`src/rtl/hdlc_rx_pkg.sv`:
```
package hdlc_rx_pkg;

  localparam logic [15:0] CRC_INIT    = 16'hFFFF;
  localparam logic [15:0] CRC_POLY    = 16'h8408;
  localparam logic [15:0] CRC_RESIDUE = 16'hF0B8;
  localparam logic [7:0]  FLAG_BYTE   = 8'h7E;

  // Status word, bit 4 down to bit 0
  typedef struct packed {
    logic shortFrame;
    logic lenViol;
    logic nonOctet;
    logic abort;
    logic crcErr;
  } rxStatusT;

  // Strobes from control to datapath
  typedef struct packed {
    logic takeBit;
    logic storeByte;
    logic flushLast;
    logic frameStart;
  } rxStrobeT;

  function automatic logic [15:0] crcStep(input logic [15:0] crc, input logic bitIn);
    logic fb;
    fb = crc[0] ^ bitIn;
    crcStep = (crc >> 1) ^ (fb ? CRC_POLY : 16'h0000);
  endfunction

endpackage

```
`src/rtl/hdlcRxDatapath.sv`:
```
module hdlcRxDatapath
  import hdlc_rx_pkg::*;
#(
  parameter int IDLE_ONES = 15
) (
  input  logic     clk,
  input  logic     rstN,
  input  logic     bitEn,
  input  logic     rxBit,
  input  rxStrobeT strb,
  output logic     flagSeen,
  output logic     abortRun,
  output logic     exitData,
  output logic     crcGoodNext,
  output logic     idleLine,
  output logic [7:0] dataByte,
  output logic     dataValid,
  output logic     dataLast
);

  localparam int RUN_W = $clog2(IDLE_ONES + 1);
  localparam logic [RUN_W-1:0] RUN_MAX   = RUN_W'(IDLE_ONES);
  localparam logic [RUN_W-1:0] RUN_STUFF = RUN_W'(5);
  localparam logic [RUN_W-1:0] RUN_ABORT = RUN_W'(6);

  logic [7:0]       win, winValid, winStuff;
  logic [7:0]       nextWin;
  logic [RUN_W-1:0] onesRun, onesNext;
  logic [15:0]      crcReg, crcNext;
  logic [7:0]       shiftByte, newByte, holdByte;
  logic             holdValid;
  logic             stuffIn;

  // Raw 8-bit window: newest bit enters at the top, the oldest leaves at bit 0
  assign nextWin  = {rxBit, win[7:1]};
  assign flagSeen = bitEn && (nextWin == FLAG_BYTE);
  assign stuffIn  = !rxBit && (onesRun == RUN_STUFF);
  assign abortRun = bitEn && rxBit && (onesRun == RUN_ABORT);
  assign exitData = bitEn && winValid[0] && !winStuff[0];

  always_comb begin
    if (!rxBit)                onesNext = '0;
    else if (onesRun == RUN_MAX) onesNext = onesRun;
    else                       onesNext = onesRun + 1'b1;
  end

  assign crcNext     = strb.takeBit ? crcStep(crcReg, win[0]) : crcReg;
  assign crcGoodNext = (crcNext == CRC_RESIDUE);
  assign newByte     = {win[0], shiftByte[7:1]};

  always_ff @(posedge clk or negedge rstN) begin
    if (!rstN) begin
      win      <= '0;
      winValid <= '0;
      winStuff <= '0;
      onesRun  <= '0;
      idleLine <= 1'b0;
    end else if (bitEn) begin
      win      <= nextWin;
      winValid <= flagSeen ? 8'h00 : {1'b1, winValid[7:1]};
      winStuff <= {stuffIn, winStuff[7:1]};
      onesRun  <= onesNext;
      idleLine <= (onesNext == RUN_MAX);
    end
  end

  always_ff @(posedge clk or negedge rstN) begin
    if (!rstN) begin
      crcReg    <= CRC_INIT;
      shiftByte <= '0;
    end else begin
      crcReg <= strb.frameStart ? CRC_INIT : crcNext;
      if (strb.takeBit) shiftByte <= newByte;
    end
  end

  // One-octet hold stage so the last octet can be marked at frame close
  always_ff @(posedge clk or negedge rstN) begin
    if (!rstN) begin
      holdByte  <= '0;
      holdValid <= 1'b0;
      dataByte  <= '0;
      dataValid <= 1'b0;
      dataLast  <= 1'b0;
    end else begin
      dataValid <= 1'b0;
      dataLast  <= 1'b0;
      if (strb.storeByte) begin
        if (holdValid) begin
          dataValid <= 1'b1;
          dataByte  <= holdByte;
        end
        holdByte  <= newByte;
        holdValid <= 1'b1;
      end else if (strb.flushLast && holdValid) begin
        dataValid <= 1'b1;
        dataLast  <= 1'b1;
        dataByte  <= holdByte;
        holdValid <= 1'b0;
      end
    end
  end

  AST_LAST_VALID: assert property (@(posedge clk) disable iff (!rstN)
    dataLast |-> dataValid);
  AST_STORE_FLUSH_EXCL: assert property (@(posedge clk) disable iff (!rstN)
    strb.storeByte |-> !strb.flushLast);

endmodule

```
`src/rtl/hdlcRxControl.sv`:
```
module hdlcRxControl
  import hdlc_rx_pkg::*;
#(
  parameter int LEN_W = 12
) (
  input  logic             clk,
  input  logic             rstN,
  input  logic             flagSeen,
  input  logic             abortRun,
  input  logic             exitData,
  input  logic             crcGoodNext,
  input  logic [LEN_W-1:0] maxLen,
  input  logic             ssMode,
  output rxStrobeT         strb,
  output logic             frameDone,
  output rxStatusT         frameStatus,
  output logic [LEN_W-1:0] frameLen
);

  localparam int CNT_W = LEN_W + 3;
  localparam logic [LEN_W-1:0] SHORT_LIM = LEN_W'(5);

  logic             inFrame, lgFlag, lgNext;
  logic [CNT_W-1:0] bitCnt, cntNext;
  logic [LEN_W-1:0] octNow, lenQ;
  logic             dataEv, octDone, overMax, hasData;
  logic             closeFlag, closeAbort, closeQ;
  rxStatusT         statQ;

  assign dataEv  = inFrame && exitData;
  assign cntNext = (dataEv && (bitCnt != '1)) ? bitCnt + 1'b1 : bitCnt;
  assign octNow  = cntNext[CNT_W-1:3];
  assign octDone = dataEv && (cntNext[2:0] == 3'd0);
  assign overMax = octNow > maxLen;
  assign lgNext  = lgFlag || (octDone && overMax);
  assign hasData = inFrame && (cntNext != '0);

  assign closeFlag  = flagSeen && hasData;
  assign closeAbort = abortRun && hasData;

  always_comb begin
    strb            = '0;
    strb.takeBit    = dataEv;
    strb.storeByte  = octDone && !overMax;
    strb.flushLast  = closeQ;
    strb.frameStart = flagSeen;
  end

  // Frame state: open after any flag, dropped on a run of seven ones
  always_ff @(posedge clk or negedge rstN) begin
    if (!rstN) begin
      inFrame <= 1'b0;
      bitCnt  <= '0;
      lgFlag  <= 1'b0;
    end else if (flagSeen) begin
      inFrame <= 1'b1;
      bitCnt  <= '0;
      lgFlag  <= 1'b0;
    end else if (abortRun) begin
      inFrame <= 1'b0;
      bitCnt  <= '0;
      lgFlag  <= 1'b0;
    end else begin
      bitCnt <= cntNext;
      lgFlag <= lgNext;
    end
  end

  // Close stage: capture status, then present it with the last octet
  always_ff @(posedge clk or negedge rstN) begin
    if (!rstN) begin
      closeQ      <= 1'b0;
      statQ       <= '0;
      lenQ        <= '0;
      frameDone   <= 1'b0;
      frameStatus <= '0;
      frameLen    <= '0;
    end else begin
      closeQ <= closeFlag || closeAbort;
      if (closeFlag) begin
        statQ.shortFrame <= ssMode && (octNow < SHORT_LIM);
        statQ.lenViol    <= lgNext;
        statQ.nonOctet   <= (cntNext[2:0] != 3'd0);
        statQ.abort      <= 1'b0;
        statQ.crcErr     <= !crcGoodNext;
        lenQ             <= octNow;
      end else if (closeAbort) begin
        statQ.shortFrame <= 1'b0;
        statQ.lenViol    <= lgNext;
        statQ.nonOctet   <= 1'b0;
        statQ.abort      <= 1'b1;
        statQ.crcErr     <= 1'b0;
        lenQ             <= octNow;
      end
      frameDone <= closeQ;
      if (closeQ) begin
        frameStatus <= statQ;
        frameLen    <= lenQ;
      end
    end
  end

  AST_DONE_PULSE: assert property (@(posedge clk) disable iff (!rstN)
    frameDone |=> !frameDone);
  AST_ABORT_EXCL: assert property (@(posedge clk) disable iff (!rstN)
    (frameDone && frameStatus.abort) |-> !(frameStatus.nonOctet || frameStatus.crcErr || frameStatus.shortFrame));
  AST_SHORT_LEN: assert property (@(posedge clk) disable iff (!rstN)
    (frameDone && frameStatus.shortFrame) |-> (frameLen < SHORT_LIM));
  AST_NO_STORE_PAST_MAX: assert property (@(posedge clk) disable iff (!rstN)
    strb.storeByte |-> !lgFlag);

endmodule

```
`src/rtl/hdlcRxChecker.sv`:
```
module hdlcRxChecker
  import hdlc_rx_pkg::*;
#(
  parameter int LEN_W     = 12,
  parameter int IDLE_ONES = 15
) (
  input  logic             clk,
  input  logic             rstN,
  input  logic             bitEn,
  input  logic             rxBit,
  input  logic [LEN_W-1:0] maxLen,
  input  logic             ssMode,
  output logic [7:0]       dataByte,
  output logic             dataValid,
  output logic             dataLast,
  output logic             frameDone,
  output logic [4:0]       frameStatus,
  output logic [LEN_W-1:0] frameLen,
  output logic             idleLine
);

  rxStrobeT strb;
  rxStatusT statusW;
  logic     flagSeen, abortRun, exitData, crcGoodNext;

  hdlcRxDatapath #(.IDLE_ONES(IDLE_ONES)) u_dp (
    .clk        (clk),
    .rstN       (rstN),
    .bitEn      (bitEn),
    .rxBit      (rxBit),
    .strb       (strb),
    .flagSeen   (flagSeen),
    .abortRun   (abortRun),
    .exitData   (exitData),
    .crcGoodNext(crcGoodNext),
    .idleLine   (idleLine),
    .dataByte   (dataByte),
    .dataValid  (dataValid),
    .dataLast   (dataLast)
  );

  hdlcRxControl #(.LEN_W(LEN_W)) u_ctl (
    .clk        (clk),
    .rstN       (rstN),
    .flagSeen   (flagSeen),
    .abortRun   (abortRun),
    .exitData   (exitData),
    .crcGoodNext(crcGoodNext),
    .maxLen     (maxLen),
    .ssMode     (ssMode),
    .strb       (strb),
    .frameDone  (frameDone),
    .frameStatus(statusW),
    .frameLen   (frameLen)
  );

  assign frameStatus = statusW;

endmodule

```
`config.mk`:
```
export PLATFORM = sky130hd
export DESIGN_NAME = hdlcRxChecker
export DESIGN_NICKNAME = d
export VERILOG_FILES = /design/src/rtl/hdlc_rx_pkg.sv /design/src/rtl/hdlcRxDatapath.sv /design/src/rtl/hdlcRxControl.sv /design/src/rtl/hdlcRxChecker.sv
export SDC_FILE = /design/constraint.sdc
export NUM_CORES = 1
export LEC_CHECK = 0
export BUFFER_PORTS_ARGS = -buffer_cell sky130_fd_sc_hd__buf_2
export CAP_MARGIN = 20
export CORE_ASPECT_RATIO = 1.5
export CORE_MARGIN = 4
export CORE_UTILIZATION = 60
export DETAILED_ROUTE_END_ITERATION = 16
export PLACE_DENSITY = 0.8
export SLEW_MARGIN = 10
export SYNTH_ARGS = -nofsm -noshare
export SYNTH_HDL_FRONTEND = slang
export SYNTH_SLANG_ARGS = --single-unit
```
`constraint.sdc`:
```
create_clock -name clk -period 10.5 [get_ports clk]
set_input_delay 1.05 -clock clk [delete_from_list [all_inputs] [get_ports clk]]
set_output_delay 1.05 -clock clk [all_outputs]
set_load 0.03 [all_outputs]
```
# [Word-level counts from Yosys, hierarchy flattened]
# Index checks and enable logic that the tools add are counted.
[classes] addsub=2 magnitude_cmp=2 n_eq_ne=8 mux=26 n_bitwise=2 n_reduce_logical=29
[ops] operator="16-bit two-way mux" count=3
[ops] operator="15-bit two-way mux" count=3
[ops] operator="8-bit two-way mux" count=4
[ops] operator="12-bit two-way mux" count=2
[ops] operator="16-bit == test, second input constant" count=1
[ops] operator="1-bit logical AND" count=16
[ops] operator="15-bit by 16-bit bitwise XOR with 16-bit output" count=1
[ops] operator="15-bit by 1-bit adder with 15-bit output, second input constant" count=1
[ops] operator="15-bit != test, second input constant" count=1
[ops] operator="15-bit nonzero test" count=1
[ops] operator="12-bit > comparator" count=1
[ops] operator="12-bit by 3-bit less-than comparator with 1-bit output, second input constant" count=1
[ops] operator="1-bit two-way mux" count=10
[ops] operator="5-bit two-way mux" count=2
[ops] operator="4-bit by 3-bit == test with 1-bit output, second input constant" count=2
[ops] operator="4-bit == test, second input constant" count=2
[ops] operator="8-bit by 7-bit == test with 1-bit output, second input constant" count=1
[ops] operator="4-bit two-way mux" count=2
[ops] operator="2-bit nonzero test" count=3
[ops] operator="4-bit by 1-bit adder with 4-bit output, second input constant" count=1
[ops] operator="1-bit zero test" count=4
[ops] operator="3-bit zero test" count=1
[ops] operator="3-bit nonzero test" count=1
[ops] operator="1-bit logical OR" count=2
[ops] operator="3 further kinds" count=3
[word_totals] regBits=125 in_bits=17 output_inout_bits=29 elab_cells=98

# [Logic depth before layout (Yosys ltp)]
# Gate-level depths: netlist of run 1.
[depth] depth_word=11 depth_mapped=14 mapped_depth_nobuf=14

# [By module]
# A second synthesis of run 1 with hierarchy kept.
[hier_totals] cells_unflattened=528 hier_area_um2=5999.5
[by_module_without_submodules] mod="hdlcRxDatapath" instances=1 cells_per_inst=249 area_per_inst_um2=3045.4 seq_area_each_um2=1796.7
[by_module_without_submodules] mod="hdlcRxControl" instances=1 cells_per_inst=279 area_per_inst_um2=2954.1 seq_area_each_um2=1326.3

# [Worst setup path before layout of run 1]
# No wires, ideal clock.
[synth_path] path_kind="input to register" startpoint="input bitEn" endpoint="register u_dp.dataByte[0]" setup_ps=125 arrival_time_ps=3932 t_required_ps=10375 slack_ps=6443 cell_stages=11 n_path_buf=0 cell_sequence="nand4b_4 or4_1 o31a_1 or2_2 ha_1 nand4_1 nor2_1 o21ai_0 and3b_1 o31ai_2 mux2_2"
[synth_between] elab_chain_len=10 word_cells_on_any_way=14 classes_between="order compare (1); eq/ne (1); mux (2); reduce/logical (10)"
[synth_lines] item="from (decl)" line="hdlcRxChecker.sv:9" text="input logic bitEn,"
[synth_lines] item="1-bit logical AND * (2 in series)" line="hdlcRxDatapath.sv:39" text="assign exitData = bitEn && winValid[0] && !winStuff[0];"
[synth_lines] item="1-bit logical AND *" line="hdlcRxControl.sv:30" text="assign dataEv = inFrame && exitData;"
[synth_lines] item="1-bit logical AND *" line="hdlcRxControl.sv:31" text="assign cntNext = (dataEv && (bitCnt != '1)) ? bitCnt + 1'b1 : bitCnt;"
[synth_lines] item="15-bit two-way mux *" line="hdlcRxControl.sv:31"
[synth_lines] item="net u_ctl.cntNext[13]" line="hdlcRxControl.sv:24" text="logic [CNT_W-1:0] bitCnt, cntNext;"
[synth_lines] item="12-bit > comparator *" line="hdlcRxControl.sv:34" text="assign overMax = octNow > maxLen;"
[synth_lines] item="1-bit zero test *" line="hdlcRxControl.sv:44" text="strb.storeByte = octDone && !overMax;"
[synth_lines] item="1-bit logical AND *" line="hdlcRxControl.sv:44"
[synth_lines] item="2-bit by 1-bit != test with 1-bit output (no source line) or 2-bit nonzero test (tied branches)"
[synth_lines] item="2-bit AND reduction (no source line)"
[synth_lines] item="to (signal assigned)" line="hdlcRxDatapath.sv:91" text="dataByte <= holdByte;"
[synth_lines] item="to (signal assigned)" line="hdlcRxDatapath.sv:98" text="dataByte <= holdByte;"
[synth_lines] item="to (decl)" line="hdlcRxDatapath.sv:16" text="output logic [7:0] dataByte,"
# Mark *: on every way through the listed nets, which the timed path passes. The rest lies on a longest branch.
# A chain may end at the register's enable or synchronous reset.

# [Final worst setup path of run 1]
[layout_path] startpoint="input bitEn" endpoint="register u_dp.dataByte[4]"
# Same word-level chain as after synthesis.

==> flow_metrics.tcl, run 1 <==
set metrics [dict create \
    status "finished, final reports clean" \
    synth_xor_area_share_pct 1.807 \
    drive_gt1_share_pct 28.23 \
    syn2layout_area_growth_pct 15.04 \
    hold_start "u_dp.shiftByte[1]$_DFFE_PN0P_" \
    synthFlopType "dfrtp_1" \
    ys_ff_latch 124 \
    portBuffers 45 \
    num_vias 4091 \
    ys_seq_area_share_pct 53.69 \
    cellLeakagePower_nw 3.431 \
    hold_depth 2 \
    crit_arrival_ns 5.42 \
    diodes 0 \
    routedWlPerCell_um 17.30 \
    start_util_pct 62.14 \
    cts_root_buf "clkbuf_16" \
    max_cap_violations 0 \
    drtIter0Drc 297 \
    min_period_ns 5.120 \
    final_cell_mix "108 x dfrtp_1, 73 x nand2_1, 50 x mux2_2, 44 x buf_2, 31 x nand3_1" \
    grt_max_degree 65 \
    synthCells 525 \
    slew_headroom_pct 41.85 \
    cts_buffers 17 \
    synth-adder-area-share_pct 3.442 \
    muxShareOfSynthArea_pct 12.69 \
    crit_slowest_cell "or4_1" \
    cp_top_family "simple AND/OR/NAND/NOR gates" \
    setup_viol 0 \
    routabilityCongestion 0.9017 \
    cts_sinks 124 \
    synth_nets 558 \
    endpoint_kind "flip-flop" \
    grt_pass1_wl_mm 20.11 \
    period_share_pct 48.76 \
    power_density_nw_per_um2 174.6 \
    critical_path.max_stage_delay_ns 0.67 \
    place_area_sq_um 6095 \
    design_area_sq_um 6691 \
    die_x_um 88.40 \
    synth.avg_cell_area_sq_um 11.08 \
    cts_resized 0 \
    tritoncts "done" \
    ir_drop_v 0.0001399 \
    grt_usage_pct 23.20 \
    synth_compound_area_share_pct 7.184 \
    clockBufferDepth 2 \
    r2r_slack_ns 6.11 \
    worst_pin_slew_ns 0.8722 \
    final_common_cell "dfrtp_1" \
    rows 43 \
    r2r-end "u_dp.holdByte[5]$_DFFE_PN0P_" \
    antenna_found_initial 0 \
    hold_buffers 0 \
    hold_path.class "reg2reg" \
    placeableCoreArea_sq_um 9361 \
    worstPathBufferInverterCount 1 \
    cts_htree_levels 4 \
    synth_top_family_by_area "simple AND/OR/NAND/NOR gates" \
    cp-start-kind "primary input" \
    totalWireLength_mm 11.99 \
    final_nets 601 \
    yosys_warnings 0 \
    fp.dieH_um 128.6 \
    via_per_inst 5.903 \
    path_class "in2reg" \
    ant_nets 0 \
    globalRouteOverflowTotal 0 \
    ios 46 \
    clkLatencyLatePin_ns 0.42 \
    hold_viol_final 0 \
    synth_edf_count 0 \
    syn_area_sq_um 5817 \
    r2r-start "u_ctl.bitCnt[0]$_DFF_PN0_" \
    cts_setup_buffers 0 \
    path_clk_slew_ns 0.06 \
    path_max_fanout 41 \
    finClkSkew_ns 0.007001 \
    postSynth.asyncResetShare_pct 100.0 \
    worst_r2r_path_depth 13 \
    hpwl_mm 8.041 \
    crit_start "bitEn" \
    clock.fmax_mhz 195.3 \
    finalSetupTns_ns 0 \
    crit_cells 12 \
    drc 0 \
    drv_slew 0 \
    yosys.area_share.simple_pct 17.44 \
    crit_path_cell_trace "buf_2 > nand4b_4 > or4_1 > o31a_1 > or2_2 > ha_1 > nand4_1 > nor2_1 > o21ai_0 > and3b_1 > o31ai_2 > mux2_2" \
    dr.pass1.iters 5 \
    die-area_sq_um 11370 \
    grt_pass1_vias 4267 \
    rsz0062_at_grt "false" \
    cp_data_required_time_ns 10.80 \
    setup.worst_path.end "u_dp.dataByte[4]$_DFFE_PN0P_" \
    synth.distinct_cells 58 \
]
## cell type report
class | instances | area (sq um)
sequential | 124 | 3123
multi-input combinational | 347 | 2476
tap | 112 | 140.1
inverter | 30 | 112.6
clock buffer | 20 | 466.7
timing repair buffer | 48 | 257.7
fill | 630 | 2670
clock inverter | 12 | 115.1
## routing by layer
metal | vias to the layer above | wire length [um] | GRT usage (%)
met5 | - | 0 | 0
met4 | 0 | 518 | 13.70
met3 | 45 | 522 | 5.701
met2 | 125 | 6163 | 38.70
met1 | 1977 | 4784 | 26.56
li1 | 1944 | - | -
## flip-flops by register name, summed over array words and instances (netlist names), 4 cells and up
register / count
u_dp.holdByte: 8
u_dp.onesRun: 4
u_dp.dataByte: 8
u_dp.winStuff: 8
u_dp.shiftByte: 7
u_dp.crcReg: 16
u_dp.win: 8
u_ctl.statQ: 5
u_ctl.lenQ: 12
u_ctl.frameLen: 12
u_ctl.bitCnt: 15
u_dp.winValid: 8
u_ctl.frameStatus: 5
## cell families (layout without fill, tap and decap cells)
kind of cell / Yosys count / after routing
AO/OA/AOI/OAI: 61 / 61
buffers and inverters: 54 / 110
XOR/XNOR: 12 / 12
multiplexers: 64 / 64
flip-flops: 124 / 124
AND/OR/NAND/NOR: 194 / 194
adder cells (fa/ha/maj): 16 / 16
## power by group
part,leakage (nW),internal [mW],switching (mW)
logic,1.57,0.0304,0.0412
registers,1.61,0.509,0.0257
clock network,0.255,0.344,0.217
## worst min-delay path, delay by kind of cell (launching register included)
family	cells	cell delay, ns
DFF	1	0.35
and+or+nand+nor	2	0.10
## Yosys cell counts, types with 7 or more instances
cell      number  area [sq um]
mux2i_1        7         70.07
nand2_1       73         274.0
o21ai_0       16         80.08
a31oi_1        7         43.79
a21oi_1       11         55.05
nor2b_1       12         75.07
nand3_1       31         155.2
nor2_1        20         75.07
nand4_1       15         93.84
mux2_4         7         105.1
dfrtp_1      108          2703
dfstp_2       16         420.4
mux2_2        50         563.0
clkbuf_1      17         63.81
ha_1          16         200.2
inv_1         29         108.9
## worst min-delay path by stage
| stage | to | slack [ns] |
|---|---|---|
| 6_report | u_dp.shiftByte[1]$_DFFE_PN0P_ | 0.49 |
| 3_5_place_dp | u_dp.shiftByte[1]$_DFFE_PN0P_ | 0.47 |
| 5_1_grt | u_dp.crcReg[2]$_DFF_PN1_ | 0.52 |
| 3_3_place_gp | u_dp.shiftByte[1]$_DFFE_PN0P_ | 0.47 |
| 4_1_cts | u_dp.shiftByte[1]$_DFFE_PN0P_ | 0.49 |
| 2_1_floorplan | u_ctl.frameDone$_DFF_PN0_ | 0.39 |
## metrics by stage
step / setup WS (ns) / total power [mW] / instances / hold slack, ns / util [%]
2_1_floorplan: 6.443 / 0.5840 / 525 / 0.3912 / -
3_3_place_gp: 5.094 / 0.6087 / 660 / 0.4664 / 65.10
3_5_place_dp: 4.996 / 0.6130 / 660 / 0.4685 / 65.10
4_1_cts: 5.351 / 1.175 / 692 / 0.4918 / 71.32
5_1_grt: 4.911 / 1.213 / 693 / 0.5218 / 71.48
6_report: 5.380 / 1.168 / 693 / 0.4863 / 71.48
Power figures use the tool's default switching activity.
==> inputs of run 2 (changes only) <==
CORE_UTILIZATION = 54   (was 60)
PLACE_DENSITY = 0.76   (was 0.8)
clock period = 4.4 ns   (was 10.5 ns; I/O delays follow)
==> run 2 against run 1 <==
Compared with the run above:
- non-clock buffer count up 9
- final area up 1.7%
- clock skew up 0.0052 ns
- critical path depth up 1
- worst hold slack worse by 0.45 ns
- count of clock-buffer cells in the layout unchanged
- routed wire length up 2.4%
- sequential share of layout area down 0.79 points
- first-iteration DRC count down 27%
==> flow_metrics.tcl, run 2 (synthesis results as in run 1) <==
set metrics [dict create \
    endpoint_kind "flip-flop" \
    cts_buffers 17 \
    largest_register_ffs 16 \
    reg.largest.list "u_dp.crcReg: 16 flops, u_ctl.bitCnt: 15 flops" \
    via_per_inst 5.650 \
    grt_usage_pct 21.38 \
    hold_path.class "in2async" \
    diodes 0 \
    cp_data_required_time_ns 4.70 \
    status "finished, final reports clean" \
    cp-start-kind "flip-flop" \
    dp_slack_ns 0.3763 \
    hold_viol_final 0 \
    placeableCoreArea_sq_um 10530 \
    multi_input_area_sq_um 2476 \
    crit_arrival_ns 4.38 \
    portBuffers 45 \
    rows 46 \
    nFillCells 817 \
    syn2layout_area_growth_pct 17.01 \
    seq_area_sq_um 3123 \
    setup_slack_ns 0.3150 \
    final_nets 610 \
    drv_slew 0 \
    finClkSkew_ns 0.01222 \
    clock.fmax_mhz 244.8 \
    design_power_total_mw 2.818 \
    met1_length_mm 4.825 \
    cts_setup_buffers 0 \
    fp.dieH_um 135.1 \
    clockBufferDepth 2 \
    largest_register "u_dp.crcReg" \
    num_vias 4147 \
    cts_htree_levels 4 \
    hpwl_mm 8.405 \
    max_cap_violations 0 \
    cts_root_buf "clkbuf_16" \
    hold_buffers 0 \
    min_period_ns 4.085 \
    grt_pass1_wl_mm 20.97 \
    clkLatencyLatePin_ns 0.42 \
    globalRouteOverflowTotal 0 \
    wl_met3_um 449 \
    drive_gt1_share_pct 28.98 \
    cts_resized 0 \
    setup_viol 0 \
    slew_headroom_pct 39.33 \
    drc 0 \
    cts_sinks 124 \
    drtIter0Drc 216 \
    rsz0062_at_grt "false" \
    tritoncts "done" \
    hold_slack_ns 0.03950 \
    ir_drop_v 0.0002534 \
    ios 46 \
    final_cell_mix "108 x dfrtp_1, 73 x nand2_1, 50 x mux2_2, 44 x buf_2, 31 x nand3_1" \
    route.met2.wl_mm 6.402 \
    finalSetupTns_ns 0 \
    path_clk_slew_ns 0.06 \
    cellLeakagePower_nw 3.503 \
    path_max_fanout 9 \
    start_util_pct 55.23 \
    routedWlPerCell_um 16.72 \
    dr.pass1.iters 5 \
    top_layer "met4" \
    grt_pass1_vias 4425 \
    power_density_nw_per_um2 414.0 \
    period_share_pct 92.84 \
    final_common_cell "dfrtp_1" \
    die-area_sq_um 12530 \
    ant_nets 0 \
    grt_max_degree 125 \
    die_x_um 92.74 \
    worst_pin_slew_ns 0.9101 \
    totalWireLength_mm 12.27 \
    antenna_found_initial 0 \
    path_class "reg2reg" \
    routabilityCongestion 0.9282 \
]
## run 2: cell types whose count changed in the layout (fill, tap and decap cells not counted), moves of 2 or more
cell / previous run / this run
buf_4: 3 / 12
clkinvlp_4: 9 / 2
clkbuf_1: 0 / 2
clkbuf_8: 3 / 1
clkinv_2: 0 / 2
clkinv_4: 1 / 3
inv_6: 1 / 3
## run 2: worst max-delay path: stages (launching register included)
cell      delay [ns]
dfrtp_1         0.44
ha_1            0.27
nand2_1         0.17
nor4_2          0.56
a21oi_1         0.14
a31oi_1         0.27
ha_1            0.30
a21o_1          0.18
a21o_1          0.17
a21oi_1         0.16
o21a_1          0.16
a21boi_0        0.16
nor2_1          0.57
mux2_2          0.41
## run 2: final timing paths
path,start,to,slack [ns],cells past startpoint
worst max register to register,u_ctl.bitCnt[0]$_DFF_PN0_,u_dp.holdByte[6]$_DFFE_PN0P_,0.32,13
worst max-delay path,u_ctl.bitCnt[0]$_DFF_PN0_,u_dp.holdByte[6]$_DFFE_PN0P_,0.32,13
min in group clk,rxBit,u_dp.idleLine$_DFFE_PN0P_,0.37,3
worst min-delay path,rstN,u_dp.winStuff[6]$_DFFE_PN0P_,0.04,2
worst min register to register,u_ctl.statQ[2]$_DFFE_PN0P_,u_ctl.statQ[2]$_DFFE_PN0P_,0.48,1
max in group asynchronous,rstN,u_dp.win[4]$_DFFE_PN0P_,3.77,2
## run 2: where the power goes
group / switching, mW / internal (mW)
clock: 0.512 / 0.853
combinational: 0.0992 / 0.0746
sequential: 0.0638 / 1.22
total: 0.675 / 2.14
## run 2: layout make-up
cell class | instances | share of cell area, %
flip-flops and latches | 124 | 45.88
well taps | 144 | 2.647
clock buffers | 20 | 6.562
inverters | 30 | 1.654
clock inverters | 12 | 2.022
multi-input cells | 347 | 36.38
repair buffers | 57 | 4.853
## run 2: through the flow
stage | cells | area, sq um | util, %
after floorplan | 525 | 5817 | -
after global placement | 702 | 6222 | 59.08
after detailed placement | 702 | 6222 | 59.08
after CTS | 734 | 6807 | 64.62
after global routing | 734 | 6807 | 64.62
final | 734 | 6807 | 64.62
## run 2: layer usage
| metal | track usage (%) | up-vias |
|---|---|---|
| met4 | 12.96 | 0 |
| met2 | 36.42 | 114 |
| met5 | 0 | - |
| met1 | 23.74 | 2036 |
| li1 | - | 1948 |
| met3 | 5.686 | 49 |
